==> src/rtl/chcfg_pkg.sv <==
package chcfg_pkg;
  localparam int ADDR_W = 16;
  localparam int DATA_W = 8;

  localparam logic [ADDR_W-1:0] A_PORT  = 16'h0000;
  localparam logic [ADDR_W-1:0] A_ID    = 16'h0001;
  localparam logic [ADDR_W-1:0] A_GRADE = 16'h0002;
  localparam logic [ADDR_W-1:0] A_MASK  = 16'h0005;
  localparam logic [ADDR_W-1:0] A_MODE  = 16'h0008;
  localparam logic [ADDR_W-1:0] A_CLK   = 16'h0009;
  localparam logic [ADDR_W-1:0] A_TEST  = 16'h000D;
  localparam logic [ADDR_W-1:0] A_BIST  = 16'h000E;
  localparam logic [ADDR_W-1:0] A_XFER  = 16'h00FF;

  localparam logic [DATA_W-1:0] PORT_DFLT = 8'h18;
  localparam int SRST_BIT = 5;

  typedef enum logic [3:0] {
    SEL_NONE, SEL_PORT, SEL_ID, SEL_GRADE, SEL_MASK,
    SEL_MODE, SEL_CLK, SEL_TEST, SEL_BIST, SEL_XFER
  } rdsel_t;

  typedef struct packed {
    logic wrPort;
    logic wrMask;
    logic wrMode;
    logic wrClk;
    logic wrTest;
    logic wrBist;
    logic softRst;
    logic copyNow;
    logic rdTake;
  } strobe_t;
endpackage

==> src/rtl/chcfg_ctrl.sv <==
module chcfg_ctrl
  import chcfg_pkg::*;
(
  input  logic              clk,
  input  logic              rstN,
  input  logic              wrEn,
  input  logic              rdEn,
  input  logic [ADDR_W-1:0] addr,
  input  logic [DATA_W-1:0] wrData,
  output strobe_t           strb,
  output rdsel_t            rdSel,
  output logic              xferPend,
  output logic              rdValid
);
  rdsel_t sel;

  // full 16-bit compare: no aliasing of upper address bits
  always_comb begin
    case (addr)
      A_PORT:  sel = SEL_PORT;
      A_ID:    sel = SEL_ID;
      A_GRADE: sel = SEL_GRADE;
      A_MASK:  sel = SEL_MASK;
      A_MODE:  sel = SEL_MODE;
      A_CLK:   sel = SEL_CLK;
      A_TEST:  sel = SEL_TEST;
      A_BIST:  sel = SEL_BIST;
      A_XFER:  sel = SEL_XFER;
      default: sel = SEL_NONE;
    endcase
  end

  assign rdSel = sel;

  logic portHit, xferSet;
  assign portHit = wrEn && (sel == SEL_PORT);
  assign xferSet = wrEn && (sel == SEL_XFER) && wrData[0];

  always_comb begin
    strb         = '0;
    strb.softRst = portHit && wrData[SRST_BIT];
    strb.wrPort  = portHit && !wrData[SRST_BIT];
    strb.wrMask  = wrEn && (sel == SEL_MASK);
    strb.wrMode  = wrEn && (sel == SEL_MODE);
    strb.wrClk   = wrEn && (sel == SEL_CLK);
    strb.wrTest  = wrEn && (sel == SEL_TEST);
    strb.wrBist  = wrEn && (sel == SEL_BIST);
    strb.copyNow = xferPend;
    strb.rdTake  = rdEn;
  end

  always_ff @(posedge clk or negedge rstN) begin
    if (!rstN) begin
      xferPend <= 1'b0;
      rdValid  <= 1'b0;
    end else begin
      xferPend <= xferSet && !strb.softRst;
      rdValid  <= rdEn;
    end
  end
endmodule

==> src/rtl/chcfg_data.sv <==
module chcfg_data
  import chcfg_pkg::*;
#(
  parameter int          NUM_CH     = 4,
  parameter logic [7:0]  CHIP_ID    = 8'h0B,
  parameter logic [2:0]  GRADE_CODE = 3'b101
) (
  input  logic                clk,
  input  logic                rstN,
  input  strobe_t             strb,
  input  rdsel_t              rdSel,
  input  logic                xferPend,
  input  logic [DATA_W-1:0]   wrData,
  output logic [DATA_W-1:0]   rdData,
  output logic [NUM_CH*2-1:0] chPwrMode,
  output logic [NUM_CH*4-1:0] chTestMode,
  output logic [NUM_CH-1:0]   chBistGo,
  output logic                dutyStabOn
);
  localparam int PAD_W = DATA_W - NUM_CH;
  localparam int IDX_W = (NUM_CH > 1) ? $clog2(NUM_CH) : 1;

  logic [DATA_W-1:0]   portCfg;
  logic [NUM_CH-1:0]   chanMask;
  logic                dcsM, dcsS;
  logic [NUM_CH*2-1:0] modeM, modeS;
  logic [NUM_CH*4-1:0] testM, testS;
  logic [NUM_CH-1:0]   bistM, bistS;

  always_ff @(posedge clk or negedge rstN) begin
    if (!rstN) begin
      portCfg  <= PORT_DFLT;
      chanMask <= '1;
      dcsM <= 1'b1;  dcsS <= 1'b1;
      modeM <= '0;   modeS <= '0;
      testM <= '0;   testS <= '0;
      bistM <= '0;   bistS <= '0;
    end else if (strb.softRst) begin
      portCfg  <= PORT_DFLT;
      chanMask <= '1;
      dcsM <= 1'b1;  dcsS <= 1'b1;
      modeM <= '0;   modeS <= '0;
      testM <= '0;   testS <= '0;
      bistM <= '0;   bistS <= '0;
    end else begin
      if (strb.wrPort) portCfg  <= wrData;
      if (strb.wrMask) chanMask <= wrData[NUM_CH-1:0];
      if (strb.wrClk)  dcsM     <= wrData[0];
      for (int ch = 0; ch < NUM_CH; ch++) begin
        if (chanMask[ch]) begin
          if (strb.wrMode) modeM[ch*2 +: 2] <= wrData[1:0];
          if (strb.wrTest) testM[ch*4 +: 4] <= wrData[3:0];
          if (strb.wrBist) bistM[ch]        <= wrData[0];
        end
      end
      if (strb.copyNow) begin
        dcsS  <= dcsM;
        modeS <= modeM;
        testS <= testM;
        bistS <= bistM;
      end
    end
  end

  // lowest selected channel feeds per-channel reads
  logic [IDX_W-1:0] leadCh;
  logic             anySel;
  always_comb begin
    leadCh = '0;
    anySel = 1'b0;
    for (int ch = NUM_CH - 1; ch >= 0; ch--) begin
      if (chanMask[ch]) begin
        leadCh = IDX_W'(ch);
        anySel = 1'b1;
      end
    end
  end

  logic [DATA_W-1:0] rdNext;
  always_comb begin
    rdNext = '0;
    case (rdSel)
      SEL_PORT:  rdNext = portCfg;
      SEL_ID:    rdNext = CHIP_ID;
      SEL_GRADE: rdNext = {1'b0, GRADE_CODE, 4'b0000};
      SEL_MASK:  rdNext = {{PAD_W{1'b0}}, chanMask};
      SEL_CLK:   rdNext = {7'b0, dcsM};
      SEL_XFER:  rdNext = {7'b0, xferPend};
      SEL_MODE:  if (anySel) rdNext = {6'b0, modeM[leadCh*2 +: 2]};
      SEL_TEST:  if (anySel) rdNext = {4'b0, testM[leadCh*4 +: 4]};
      SEL_BIST:  if (anySel) rdNext = {7'b0, bistM[leadCh]};
      default:   rdNext = '0;
    endcase
  end

  always_ff @(posedge clk or negedge rstN) begin
    if (!rstN)            rdData <= '0;
    else if (strb.rdTake) rdData <= rdNext;
  end

  assign chPwrMode  = modeS;
  assign chTestMode = testS;
  assign chBistGo   = bistS;
  assign dutyStabOn = dcsS;
endmodule

==> src/rtl/chcfg_bank.sv <==
module chcfg_bank
  import chcfg_pkg::*;
#(
  parameter int         NUM_CH     = 4,
  parameter logic [7:0] CHIP_ID    = 8'h0B,
  parameter logic [2:0] GRADE_CODE = 3'b101
) (
  input  logic                clk,
  input  logic                rstN,
  input  logic                wrEn,
  input  logic                rdEn,
  input  logic [ADDR_W-1:0]   addr,
  input  logic [DATA_W-1:0]   wrData,
  output logic [DATA_W-1:0]   rdData,
  output logic                rdValid,
  output logic [NUM_CH*2-1:0] chPwrMode,
  output logic [NUM_CH*4-1:0] chTestMode,
  output logic [NUM_CH-1:0]   chBistGo,
  output logic                dutyStabOn
);
  strobe_t strb;
  rdsel_t  rdSel;
  logic    xferPend;

  chcfg_ctrl u_ctrl (
    .clk(clk), .rstN(rstN), .wrEn(wrEn), .rdEn(rdEn), .addr(addr),
    .wrData(wrData), .strb(strb), .rdSel(rdSel), .xferPend(xferPend),
    .rdValid(rdValid)
  );

  chcfg_data #(.NUM_CH(NUM_CH), .CHIP_ID(CHIP_ID), .GRADE_CODE(GRADE_CODE)) u_data (
    .clk(clk), .rstN(rstN), .strb(strb), .rdSel(rdSel), .xferPend(xferPend),
    .wrData(wrData), .rdData(rdData), .chPwrMode(chPwrMode),
    .chTestMode(chTestMode), .chBistGo(chBistGo), .dutyStabOn(dutyStabOn)
  );
endmodule

==> config.mk <==
export PLATFORM = sky130hd
export DESIGN_NAME = chcfg_bank
export DESIGN_NICKNAME = d
export VERILOG_FILES = /design/src/rtl/chcfg_pkg.sv /design/src/rtl/chcfg_ctrl.sv /design/src/rtl/chcfg_data.sv /design/src/rtl/chcfg_bank.sv
export SDC_FILE = /design/constraint.sdc
export NUM_CORES = 1
export LEC_CHECK = 0
export ABC_AREA = 1
export BUFFER_PORTS_ARGS = -buffer_cell sky130_fd_sc_hd__buf_2
export CAP_MARGIN = 20
export CORE_ASPECT_RATIO = 0.75
export CORE_MARGIN = 2
export CORE_UTILIZATION = 50
export CTS_BUF_LIST = sky130_fd_sc_hd__clkbuf_8
export DETAILED_ROUTE_END_ITERATION = 10
export MAX_ROUTING_LAYER = met4
export PLACE_DENSITY = 0.83
export SLEW_MARGIN = 20
export SYNTH_ARGS = -nofsm -noshare
export SYNTH_HDL_FRONTEND = slang
export SYNTH_SLANG_ARGS = --single-unit
export TNS_END_PERCENT = 30
==> constraint.sdc <==
create_clock -name clk -period 2 [get_ports clk]
set_input_delay 0.1 -clock clk [delete_from_list [all_inputs] [get_ports clk]]
set_output_delay 0.1 -clock clk [all_outputs]
set_load 0.02 [all_outputs]
==> results.cfg, run 1 <==
[setup_path]
timing.critical_path.buf_inv = 2
setup.worst_path.class = reg2reg
worst_path_dominant_cell_family = simple AND/OR/NAND/NOR gates
crit_arrival_ns = 2.20
cp.required_ns = 2.30
crit_chain = inv_1 > nand2_1 > nand2_1 > nand2_2 > buf_4 > o21ai_0 > o21ai_0 > nand3_1 > nand4_1 > nand2_1 > nand2_1
crit_path_max_fanout = 13
crit_path_largest_cell_delay_ns = 0.53
critical_path.most_common_cell = sky130_fd_sc_hd__nand2_1
type_of_origin_of_the_critical_path = register
cp_slowest_cell = sky130_fd_sc_hd__dfstp_2
critical_path_endpoint_category = register

[synth]
share_of_the_synthesized_area_in_the_top_cell_type_pct = 46.2
ys_seq_elements = 80
synth_top_flop_cell = sky130_fd_sc_hd__dfrtp_1
synthesis.nets = 504
syn_area_um2 = 3900
cell_count_after_synthesis = 476
ys.warnings.count = 0
synth.avg_cell_area_um2 = 8.19
synth_sequential_area_ratio_pct = 51.6
synth_enable_flop_cells = 0
synth-async-reset-ratio_pct = 100
cell_accounting_for_the_most_synthesized_area = sky130_fd_sc_hd__dfrtp_1
synth.area.top_cells = sky130_fd_sc_hd__dfrtp_1 46%, sky130_fd_sc_hd__nand2_1 11%, sky130_fd_sc_hd__dfstp_2 5.4%
synth.lib_cells_used.distinct = 30

[timing]
fin_tns_setup_ns = 0
hold_slack_ns = 0.0213
hold_viol = 0
finalSetupViolations = 0
worst_slew_margin_rel_pct = 61.5
achievable-frequency_mhz = 526
finalClockSkew_ns = 0.00633
layout_setup_ws_ns = 0.0999
timing.final.crit_period_ns = 1.90
finalCritPeriodShare_pct = 95.0
unrepaired_setup_endpoints_after_global_routing = false
worst-slew-pin-transition_ns = 0.573
finalMaxSlewViolations = 0

[power_and_ir_drop]
p_switching_w = 0.000725
cell_internal_pwr_w = 0.00216
share_of_total_power_in_sequential_cells_pct = 56.1
vdd_drop_max_mv = 0.390
power.clock.fraction_pct = 39.2
power.combinational.fraction_pct = 4.6
power_density_nw_per_um2 = 619
total_leakage_power_nw = 2.25
netSwitchingFraction_pct = 25.1

[floorplanning]
initial_utilization_pct = 52.4
core_area_um2 = 7430
floorplan.die.width_um = 106
pin_count = 66
die_outline_area_um2 = 8520
die_h_um = 80.5
placementRows = 27

[grt]
number_of_global_route_vias_before_repair = 3298
grt_overflow = 0
initial_antenna_violation_count = 0
grt_first_pass_wirelength_mm = 15.9
pin_count_of_the_biggest_net_entering_global_routing = 48
grt_use_total_pct = 24.4

[route]
routed-via-count = 3556
drc = 0
post_drt_via_cell_ratio = 5.36
drtPass1Iterations = 5
detail_route.wl_per_cell_um = 14.2
final_ant_viol_nets = 0
first_iter_violations = 297
drt-total-wl_mm = 9.40

[clocking]
tritoncts.num_buffers = 9
cts_tree = built
cts_root_buffer = sky130_fd_sc_hd__clkbuf_8
cts-htree-levels = 3
clock_sinks = 80
clk-insertion-delay-late_ns = 0.36
clkTransAtPathRegs_ns = 0.08
cts_max_path_buffers = 2

[final_layout]
area_growth_syn_to_layout_pct = 19.5
nFillCells = 663
stdcell_area_um2 = 4660
antenna_cells_inserted = 0
stdcell_count = 664
drive_above_1_share_pct = 23.1
nets = 586

[placement]
port_buffers = 65
postPlaceCellArea_um2 = 4400
placed_cells_incl_taps = 641
gp_congestion = 0.989
post-place-ws_ns = 0.101
dp_hpwl_mm = 6.85

[worst_hold_path]
hold_path.class = in2reg

[run]
max_cap_viol_count = 0

[status]
result_of_the_run = complete, no violations
[cell type report]
class	count	area (um2)	share of cell area [%]
Multi-Input combinational cell	321	1590	34.1
Clock inverter	6	51.3	1.10
Inverter	60	228	4.89
Tap cell	101	126	2.71
Sequential cell	80	2010	43.2
Clock buffer	10	138	2.95
Timing Repair Buffer	86	515	11.1
[what timing repair did]
item	in CTS	in global routing
gates resized for setup	0	1
endpoints found under the setup margin	0	3
endpoints found under the hold margin	30	0
buffers inserted	0	0
hold buffers	7	0
[power by group through the flow]
stage | Sequential (W) | Combinational (W) | Clock (W)
floorplan | 0.00165 | 0.0000366 | 0
finish | 0.00162 | 0.000134 | 0.00113
detailed placement | 0.00165 | 0.000125 | 0
global placement | 0.00165 | 0.000122 | 0
global route | 0.00162 | 0.000150 | 0.00123
CTS | 0.00162 | 0.000134 | 0.00115
[flip-flops by register name, indices dropped and copies added (netlist names)]
name	flops
u_data.testM	16
u_data.modeM	8
u_data.bistM	4
u_data.dcsM	1
u_data.chBistGo	4
u_data.rdData	8
u_data.portCfg	8
u_data.chTestMode	16
u_data.dutyStabOn	1
u_ctrl.rdValid	1
u_data.chPwrMode	8
u_ctrl.xferPend	1
u_data.chanMask	4
[per-layer routing]
layer | global-route usage (%) | vias to the layer above | wire length [um]
met3 | 6.25 | 14 | 869
met2 | 37.0 | 165 | 4210
met1 | 33.3 | 1668 | 4200
li1 | - | 1709 | -
met4 | 6.18 | 0 | 121
met5 | - | - | 0
[cells in the mapped netlist, types with 2 or more instances]
master                       n
sky130_fd_sc_hd__o21ai_1    36
sky130_fd_sc_hd__nor2_8      2
sky130_fd_sc_hd__nand2_1   113
sky130_fd_sc_hd__o22ai_1     2
sky130_fd_sc_hd__o21ai_0    27
sky130_fd_sc_hd__clkbuf_1    9
sky130_fd_sc_hd__nand4_1     3
sky130_fd_sc_hd__nor3_1      7
sky130_fd_sc_hd__a211oi_1   19
sky130_fd_sc_hd__inv_2       3
sky130_fd_sc_hd__nor2_1     41
sky130_fd_sc_hd__dfrtp_1    72
sky130_fd_sc_hd__dfstp_2     8
sky130_fd_sc_hd__buf_2       4
sky130_fd_sc_hd__nand2_4     8
sky130_fd_sc_hd__nand3_1    42
sky130_fd_sc_hd__a21oi_1     4
sky130_fd_sc_hd__nand2_2     8
sky130_fd_sc_hd__o211ai_1    2
sky130_fd_sc_hd__inv_1      56
[layout by cell type, fill, tap and decap left out, types with 3 or more instances in the layout]
master,netlist,layout
sky130_fd_sc_hd__nor3_1,7,7
sky130_fd_sc_hd__nor2_1,41,41
sky130_fd_sc_hd__o21ai_1,36,36
sky130_fd_sc_hd__nand4_1,3,3
sky130_fd_sc_hd__nand2_2,8,9
sky130_fd_sc_hd__buf_4,1,14
sky130_fd_sc_hd__nand2_1,113,112
sky130_fd_sc_hd__clkbuf_8,0,10
sky130_fd_sc_hd__dfstp_2,8,8
sky130_fd_sc_hd__buf_2,4,64
sky130_fd_sc_hd__inv_1,56,56
sky130_fd_sc_hd__clkinvlp_4,0,3
sky130_fd_sc_hd__a211oi_1,19,19
sky130_fd_sc_hd__dlygate4sd3_1,0,7
sky130_fd_sc_hd__a21oi_1,4,4
sky130_fd_sc_hd__o21ai_0,27,27
sky130_fd_sc_hd__inv_2,3,3
sky130_fd_sc_hd__nand2_4,8,8
sky130_fd_sc_hd__nand3_1,42,42
sky130_fd_sc_hd__dfrtp_1,72,72
[path summary, 6_finish.rpt]
path / startpoint / end / slack, ns / depth (start not counted)
worst min-delay path: wrData[1] / u_data.chanMask[1] / 0.02 / 3
worst min register to register: u_data.rdData[4] / u_data.rdData[4] / 0.48 / 2
max in group asynchronous: rstN / u_data.modeM[2] / 1.19 / 3
min in group asynchronous: rstN / u_data.chTestMode[11] / 0.22 / 2
worst max-delay path: u_data.chanMask[2] / u_data.rdData[3] / 0.1 / 11
worst max register to register: u_data.chanMask[2] / u_data.rdData[3] / 0.1 / 11
[metrics by stage]
step / total power [W] / utilization [%]
final: 0.00289 / 62.7
after global routing: 0.00300 / 62.7
after CTS: 0.00290 / 62.6
after detailed placement: 0.00178 / 59.2
after global placement: 0.00177 / 59.2
after floorplan: 0.00169 / -
[worst min-delay path, stage by stage]
cell and delay [ns]:
sky130_fd_sc_hd__buf_2 0.11, sky130_fd_sc_hd__a21oi_1 0.05, sky130_fd_sc_hd__o21ai_0 0.08
[logic make-up (layout without fill, tap and decap cells)]
family	Yosys count	count (layout)	synth area share (%)
and+or+nand+nor	231	231	27.7
DFF	80	80	51.6
buffers and inverters	75	162	7.70
AOI/OAI and AO/OA	90	90	13.0
Note: power is estimated with default switching activity, not from simulation.
==> run 2, diff against run 1 <==
CORE_ASPECT_RATIO = not set   (was 0.75)
==> run 2 against run 1 <==
Effect of this change:
- setup slack improved by 0.080 ns
- critical path depth decreased by 1
- fmax increased by 4.4%
- critical path type unchanged
- critical endpoint unchanged
- largest power group unchanged
==> results.cfg, run 2 (same netlist as run 1, synthesis figures left out) <==
[setup_path]
critical_path_endpoint_category = register
cp.required_ns = 2.30
crit_chain = inv_1 > nand2_1 > nand2_4 > inv_2 > nor2_1 > o21ai_0 > nand3_1 > nand4_1 > nand2_1 > nand2_1
critical_path.most_common_cell = sky130_fd_sc_hd__nand2_1
timing.critical_path.buf_inv = 2
type_of_origin_of_the_critical_path = register
worst-r2r-cell-count = 10
crit_arrival_ns = 2.12
rr_endpoint = u_data.rdData[3]
reg2reg_slack_ns = 0.18
crit_path_largest_cell_delay_ns = 0.54
setup.worst_path.class = reg2reg
crit_path_max_fanout = 18
cp_slowest_cell = sky130_fd_sc_hd__dfstp_2
worst_r2r_startpoint = u_data.chanMask[1]
worst_path_dominant_cell_family = simple AND/OR/NAND/NOR gates

[floorplanning]
initial_utilization_pct = 51.0
pin_count = 66
die_h_um = 92.3
placementRows = 32
floorplan.die.width_um = 92.3
die_outline_area_um2 = 8520
core_area_um2 = 7650

[route]
detail_route.wl_per_cell_um = 14.2
first_iter_violations = 164
post_drt_via_cell_ratio = 5.22
final_ant_viol_nets = 0
drc = 0
drtPass1Iterations = 4
routed-via-count = 3454
drt-total-wl_mm = 9.40

[worst_hold_path]
hold_path.class = in2reg
hold-path-endpoint = u_data.portCfg[4]
timing.hold.worst_path_depth = 3
hold_path.startpoint = wrData[5]

[final_layout]
antenna_cells_inserted = 0
area_growth_syn_to_layout_pct = 20.2
stdcell_count = 662
mostFrequentLayoutCell = sky130_fd_sc_hd__nand2_1
commonest_cells_after_routing_fill_and_taps_aside = 112 x sky130_fd_sc_hd__nand2_1, 72 x sky130_fd_sc_hd__dfrtp_1, 64 x sky130_fd_sc_hd__buf_2
final_core_util_pct = 61.3
drive_above_1_share_pct = 23.4
nets = 583

[power_and_ir_drop]
power.clock.fraction_pct = 43.9
vdd_drop_max_mv = 0.298
p_switching_w = 0.000712
total_leakage_power_nw = 2.27
power.combinational.fraction_pct = 4.1
share_of_total_power_in_sequential_cells_pct = 52.0
netSwitchingFraction_pct = 22.9
cell_internal_pwr_w = 0.00240
power_density_nw_per_um2 = 665

[clocking]
postCtsSetupRepairBufs = 0
cts-htree-levels = 3
clock_sinks = 80
clkTransAtPathRegs_ns = 0.09
clk-insertion-delay-late_ns = 0.37
cts_max_path_buffers = 2
tritoncts.num_buffers = 9
cts_tree = built
cts_root_buffer = sky130_fd_sc_hd__clkbuf_8

[placement]
gp_congestion = 0.992
port_buffers = 65
post-place-ws_ns = -0.0868
placed_cells_incl_taps = 642
dp_hpwl_mm = 6.94

[grt]
met1_usage_pct = 30.6
initial_antenna_violation_count = 0
grt_use_total_pct = 24.3
grt_overflow = 0
gr_layer_usage_met3_pct = 4.15
grt_util_met2_pct = 39.9
grt_first_pass_wirelength_mm = 15.7
top_usage_layer = met2
pin_count_of_the_biggest_net_entering_global_routing = 42
number_of_global_route_vias_before_repair = 3357

[timing]
layout_setup_ws_ns = 0.180
finalMaxSlewViolations = 0
finalCritPeriodShare_pct = 91.0
achievable-frequency_mhz = 549
finalClockSkew_ns = 0.00951
worst_slew_margin_rel_pct = 64.8
hold_viol = 0
worst-slew-pin-transition_ns = 0.528
finalSetupViolations = 0
timing.final.crit_period_ns = 1.82
unrepaired_setup_endpoints_after_global_routing = false

[status]
result_of_the_run = complete, no violations

[run]
max_cap_viol_count = 0
-- run 2: worst register-to-register path, stage by stage, from the launching register on --
cell and delay, ns:
sky130_fd_sc_hd__dfstp_2 0.54, sky130_fd_sc_hd__inv_1 0.11, sky130_fd_sc_hd__nand2_1 0.15, sky130_fd_sc_hd__nand2_4 0.15, sky130_fd_sc_hd__inv_2 0.14, sky130_fd_sc_hd__nor2_1 0.05, sky130_fd_sc_hd__o21ai_0 0.27, sky130_fd_sc_hd__nand3_1 0.12
sky130_fd_sc_hd__nand4_1 0.11, sky130_fd_sc_hd__nand2_1 0.06, sky130_fd_sc_hd__nand2_1 0.06
-- run 2: how the worst max path moves through the flow --
| stage | from | endpoint | slack [ns] | cells past startpoint |
|---|---|---|---|---|
| 2_1_floorplan | u_data.chanMask[2] | u_data.rdData[1] | 0.29 | 12 |
| 3_3_place_gp | u_data.chanMask[1] | u_data.rdData[3] | -0.06 | 10 |
| 3_5_place_dp | u_data.chanMask[1] | u_data.rdData[3] | -0.09 | 11 |
| 4_1_cts | u_data.chanMask[1] | u_data.rdData[3] | 0.09 | 11 |
| 5_1_grt | u_data.chanMask[3] | u_data.rdData[1] | 0.06 | 10 |
| 6_report | u_data.chanMask[1] | u_data.rdData[3] | 0.18 | 10 |
-- run 2: cell type report --
class	count	area, um2
fillers	664	2960
flip-flops and latches	80	2010
multi-input cells	321	1590
repair buffers	83	498
inverters	60	228
clock buffers	10	138
well taps	102	128
clock inverters	6	90.1
-- run 2: power by group through the flow --
stage | Sequential [W] | Clock [W] | Combinational, W
final | 0.00162 | 0.00137 | 0.000129
after floorplan | 0.00165 | 0 | 0.0000366
after detailed placement | 0.00165 | 0 | 0.000124
after CTS | 0.00162 | 0.00137 | 0.000130
after global placement | 0.00165 | 0 | 0.000121
after global routing | 0.00162 | 0.00145 | 0.000144
-- run 2: per-stage QoR --
stage | TNS [ns] | power [W] | hold slack [ns] | cell area, um2
floorplan | 0 | 0.00169 | -0.196 | 3900
global placement | -0.125 | 0.00177 | 0.110 | 4410
detailed placement | -0.162 | 0.00178 | 0.117 | 4410
CTS | 0 | 0.00312 | 0.0152 | 4680
global route | 0 | 0.00321 | 0.0241 | 4690
finish | 0 | 0.00311 | 0.0138 | 4690
-- run 2: repair_timing --
action | 4_1_cts | 5_1_grt
gates cloned | 0 | 0
endpoints found under the hold margin | 34 | 0
hold buffers | 4 | 0
setup endpoints to repair | 3 | 3
resized for setup | 1 | 2
-- run 2: metal layers --
metal,vias to the layer above,part of all wire (%)
li1,1699,-
met1,1608,44
met2,129,48
met3,18,5.6
met4,0,2.3
met5,-,0
==> run 3, diff against run 2 <==
ABC_AREA = not set   (was 1)
GPL_TIMING_DRIVEN = 0   (was not set)
==> run 3 against run 2 <==
Effect of this change:
- the flow now finishes with violations (setup timing)
- first-iteration DRC count rose by 74%
- wire length is 12% higher
- fmax fell by 9.1%
- clock skew is 0.0032 ns higher
- total power is 1.5% lower
- hold slack got worse by 0.0064 ns
- cell count down 13%
- final area up 1.6%
- synthesized area increased by 2.5%
- count of clock-buffer cells in the layout up 2
==> results.cfg, run 3 <==
[grt]
initial_antenna_violation_count = 0
pin_count_of_the_biggest_net_entering_global_routing = 48
grt_first_pass_wirelength_mm = 16.8
number_of_global_route_vias_before_repair = 3298
grt_use_total_pct = 25.9
grt_overflow = 0

[setup_path]
cp.required_ns = 2.23
worst_r2r_startpoint = u_data.chanMask[0]
critical_path_endpoint_category = register
crit_path_largest_cell_delay_ns = 0.42
crit_arrival_ns = 2.23
cp_slowest_cell = sky130_fd_sc_hd__nor3_1
reg2reg_slack_ns = -0.003
cp-startpoint = u_data.chanMask[0]
rr_endpoint = u_data.rdData[3]
crit_chain = clkbuf_2 > nor3_1 > mux4_2 > a222oi_1 > a31oi_1
type_of_origin_of_the_critical_path = register
setup.worst_path.class = reg2reg
worst-r2r-cell-count = 5
crit_path_max_fanout = 10

[synth]
cell_count_after_synthesis = 395
synth_sequential_area_ratio_pct = 50.4
ys_top_cells_by_count = 72 x sky130_fd_sc_hd__dfrtp_1, 63 x sky130_fd_sc_hd__nor2_1, 58 x sky130_fd_sc_hd__mux2i_1, 23 x sky130_fd_sc_hd__nand2_1, 18 x sky130_fd_sc_hd__clkbuf_1
synth_top_flop_cell = sky130_fd_sc_hd__dfrtp_1
synthesis.nets = 423
ys_seq_elements = 80
synth.most_common_cell = sky130_fd_sc_hd__dfrtp_1
syn_area_um2 = 3990
synth-async-reset-ratio_pct = 100
synth.area.top_cells = sky130_fd_sc_hd__dfrtp_1 45%, sky130_fd_sc_hd__mux2i_1 15%, sky130_fd_sc_hd__nor2_1 5.9%
synth.avg_cell_area_um2 = 10.1
synth_enable_flop_cells = 0
synth.lib_cells_used.distinct = 56
ys.warnings.count = 0
cell_accounting_for_the_most_synthesized_area = sky130_fd_sc_hd__dfrtp_1
share_of_the_synthesized_area_in_the_top_cell_type_pct = 45.1

[clocking]
cts_tree = built
clk-insertion-delay-late_ns = 0.36
cts_max_path_buffers = 2
cts-htree-levels = 3
clock_sinks = 80
clkTransAtPathRegs_ns = 0.09
cts_root_buffer = sky130_fd_sc_hd__clkbuf_8
tritoncts.num_buffers = 9

[final_layout]
nets = 499
nFillCells = 646
area_growth_syn_to_layout_pct = 19.2
drive_above_1_share_pct = 23.5
final_core_util_pct = 61.6
commonest_cells_after_routing_fill_and_taps_aside = 72 x sky130_fd_sc_hd__dfrtp_1, 64 x sky130_fd_sc_hd__buf_2, 63 x sky130_fd_sc_hd__nor2_1
antenna_cells_inserted = 0
mostFrequentLayoutCell = sky130_fd_sc_hd__dfrtp_1

[placement]
port_buffers = 61
dp_hpwl_mm = 7.50
gp_congestion = 0.926

[timing]
layout_setup_ws_ns = -0.00299
hold_viol = 0
finalMaxSlewViolations = 0
finalCritPeriodShare_pct = 100
timing.final.crit_period_ns = 2.00
fin_tns_setup_ns = -0.00299
achievable-frequency_mhz = 499
unrepaired_setup_endpoints_after_global_routing = true
finalClockSkew_ns = 0.0127
finalSetupViolations = 1
worst-slew-pin-transition_ns = 0.740
worst_slew_margin_rel_pct = 50.6

[floorplanning]
core_area_um2 = 7730
floorplan.die.width_um = 93.4
pin_count = 66
placementRows = 32
die_h_um = 93.4
die_outline_area_um2 = 8720
initial_utilization_pct = 51.7

[route]
drc = 0
final_ant_viol_nets = 0
first_iter_violations = 285
drt-total-wl_mm = 10.6
detail_route.wl_per_cell_um = 18.3
drtPass1Iterations = 8
post_drt_via_cell_ratio = 5.89
routed-via-count = 3403

[status]
violations = setup timing
result_of_the_run = complete, but fails checks

[power_and_ir_drop]
power_density_nw_per_um2 = 644
total_leakage_power_nw = 2.17
vdd_drop_max_mv = 0.424
totalPowerFinal_w = 0.00307

[worst_hold_path]
hold_path.class = in2reg
hold_path.startpoint = wrData[4]
hold-path-endpoint = u_data.portCfg[4]
timing.hold.worst_path_depth = 3

[run]
max_cap_viol_count = 0
[run 3: layout make-up]
type / instances / area [um2] / share of cell area [%]
multi-input combinational: 274 / 1860 / 39.1
clock buffer: 12 / 165 / 3.47
buffer: 27 / 120 / 2.52
clock inverter: 4 / 51.3 / 1.08
timing repair buffer: 66 / 373 / 7.83
sequential: 80 / 2010 / 42.3
inverter: 13 / 48.8 / 1.02
tap: 102 / 128 / 2.68
[run 3: cells by family after synthesis]
logic type	share of synthesized area, %
AOI/OAI and AO/OA	10.6
DFF	50.4
xor gates and xnor gates	0.219
and+or+nand+nor	18.8
buffers and inverters	4.04
muxes	15.9
[run 3: routing by layer]
layer / GRT usage (%) / vias up / share of wire (%)
li1: - / 1566 / -
met1: 34.6 / 1659 / 44
met2: 40.1 / 160 / 47
met3: 5.16 / 18 / 7.1
met4: 8.46 / 0 / 1.7
met5: - / - / 0
[run 3: worst max-delay path, delay by kind of cell (launching register included)]
kind	cells	cell delay (ns)
buffers and inverters	1	0.20
DFF	1	0.39
muxes	1	0.40
AOI/OAI and AO/OA	2	0.48
and+or+nand+nor	1	0.42
[run 3: per-stage QoR]
stage	hold WS (ns)	cells	worst slack, ns	instance area (um2)
global route	0.0259	578	-0.102	4760
floorplan	-0.196	395	0.0254	3990
global placement	0.289	558	-0.452	4430
CTS	0.00771	577	-0.0177	4740
finish	0.00738	578	-0.00299	4760
detailed placement	0.0923	559	-0.487	4460
[run 3: worst max-delay path by stage]
stage | to | cells past startpoint | slack (ns)
after CTS | u_data.rdData[3] | 5 | -0.02
after global routing | u_data.rdData[3] | 5 | -0.10
after global placement | u_data.chTestMode[9] | 9 | -0.45
after floorplan | u_data.rdData[1] | 6 | 0.03
after detailed placement | u_data.modeM[3] | 9 | -0.49
final | u_data.rdData[3] | 5 | -0.003
[run 3: report_power, final]
group	switching, W	internal (W)
Sequential	0.00000276	0.00162
Clock	0.000590	0.000679
Combinational	0.000119	0.0000534
[run 3: repair_timing]
| item | in CTS | in global routing |
|---|---|---|
| pin swaps | 2 | 4 |
| setup endpoints to repair | 53 | 49 |
| hold buffers | 3 | 0 |
| hold endpoints to repair | 31 | 0 |
| buffers inserted | 0 | 1 |
| resized for setup | 12 | 3 |
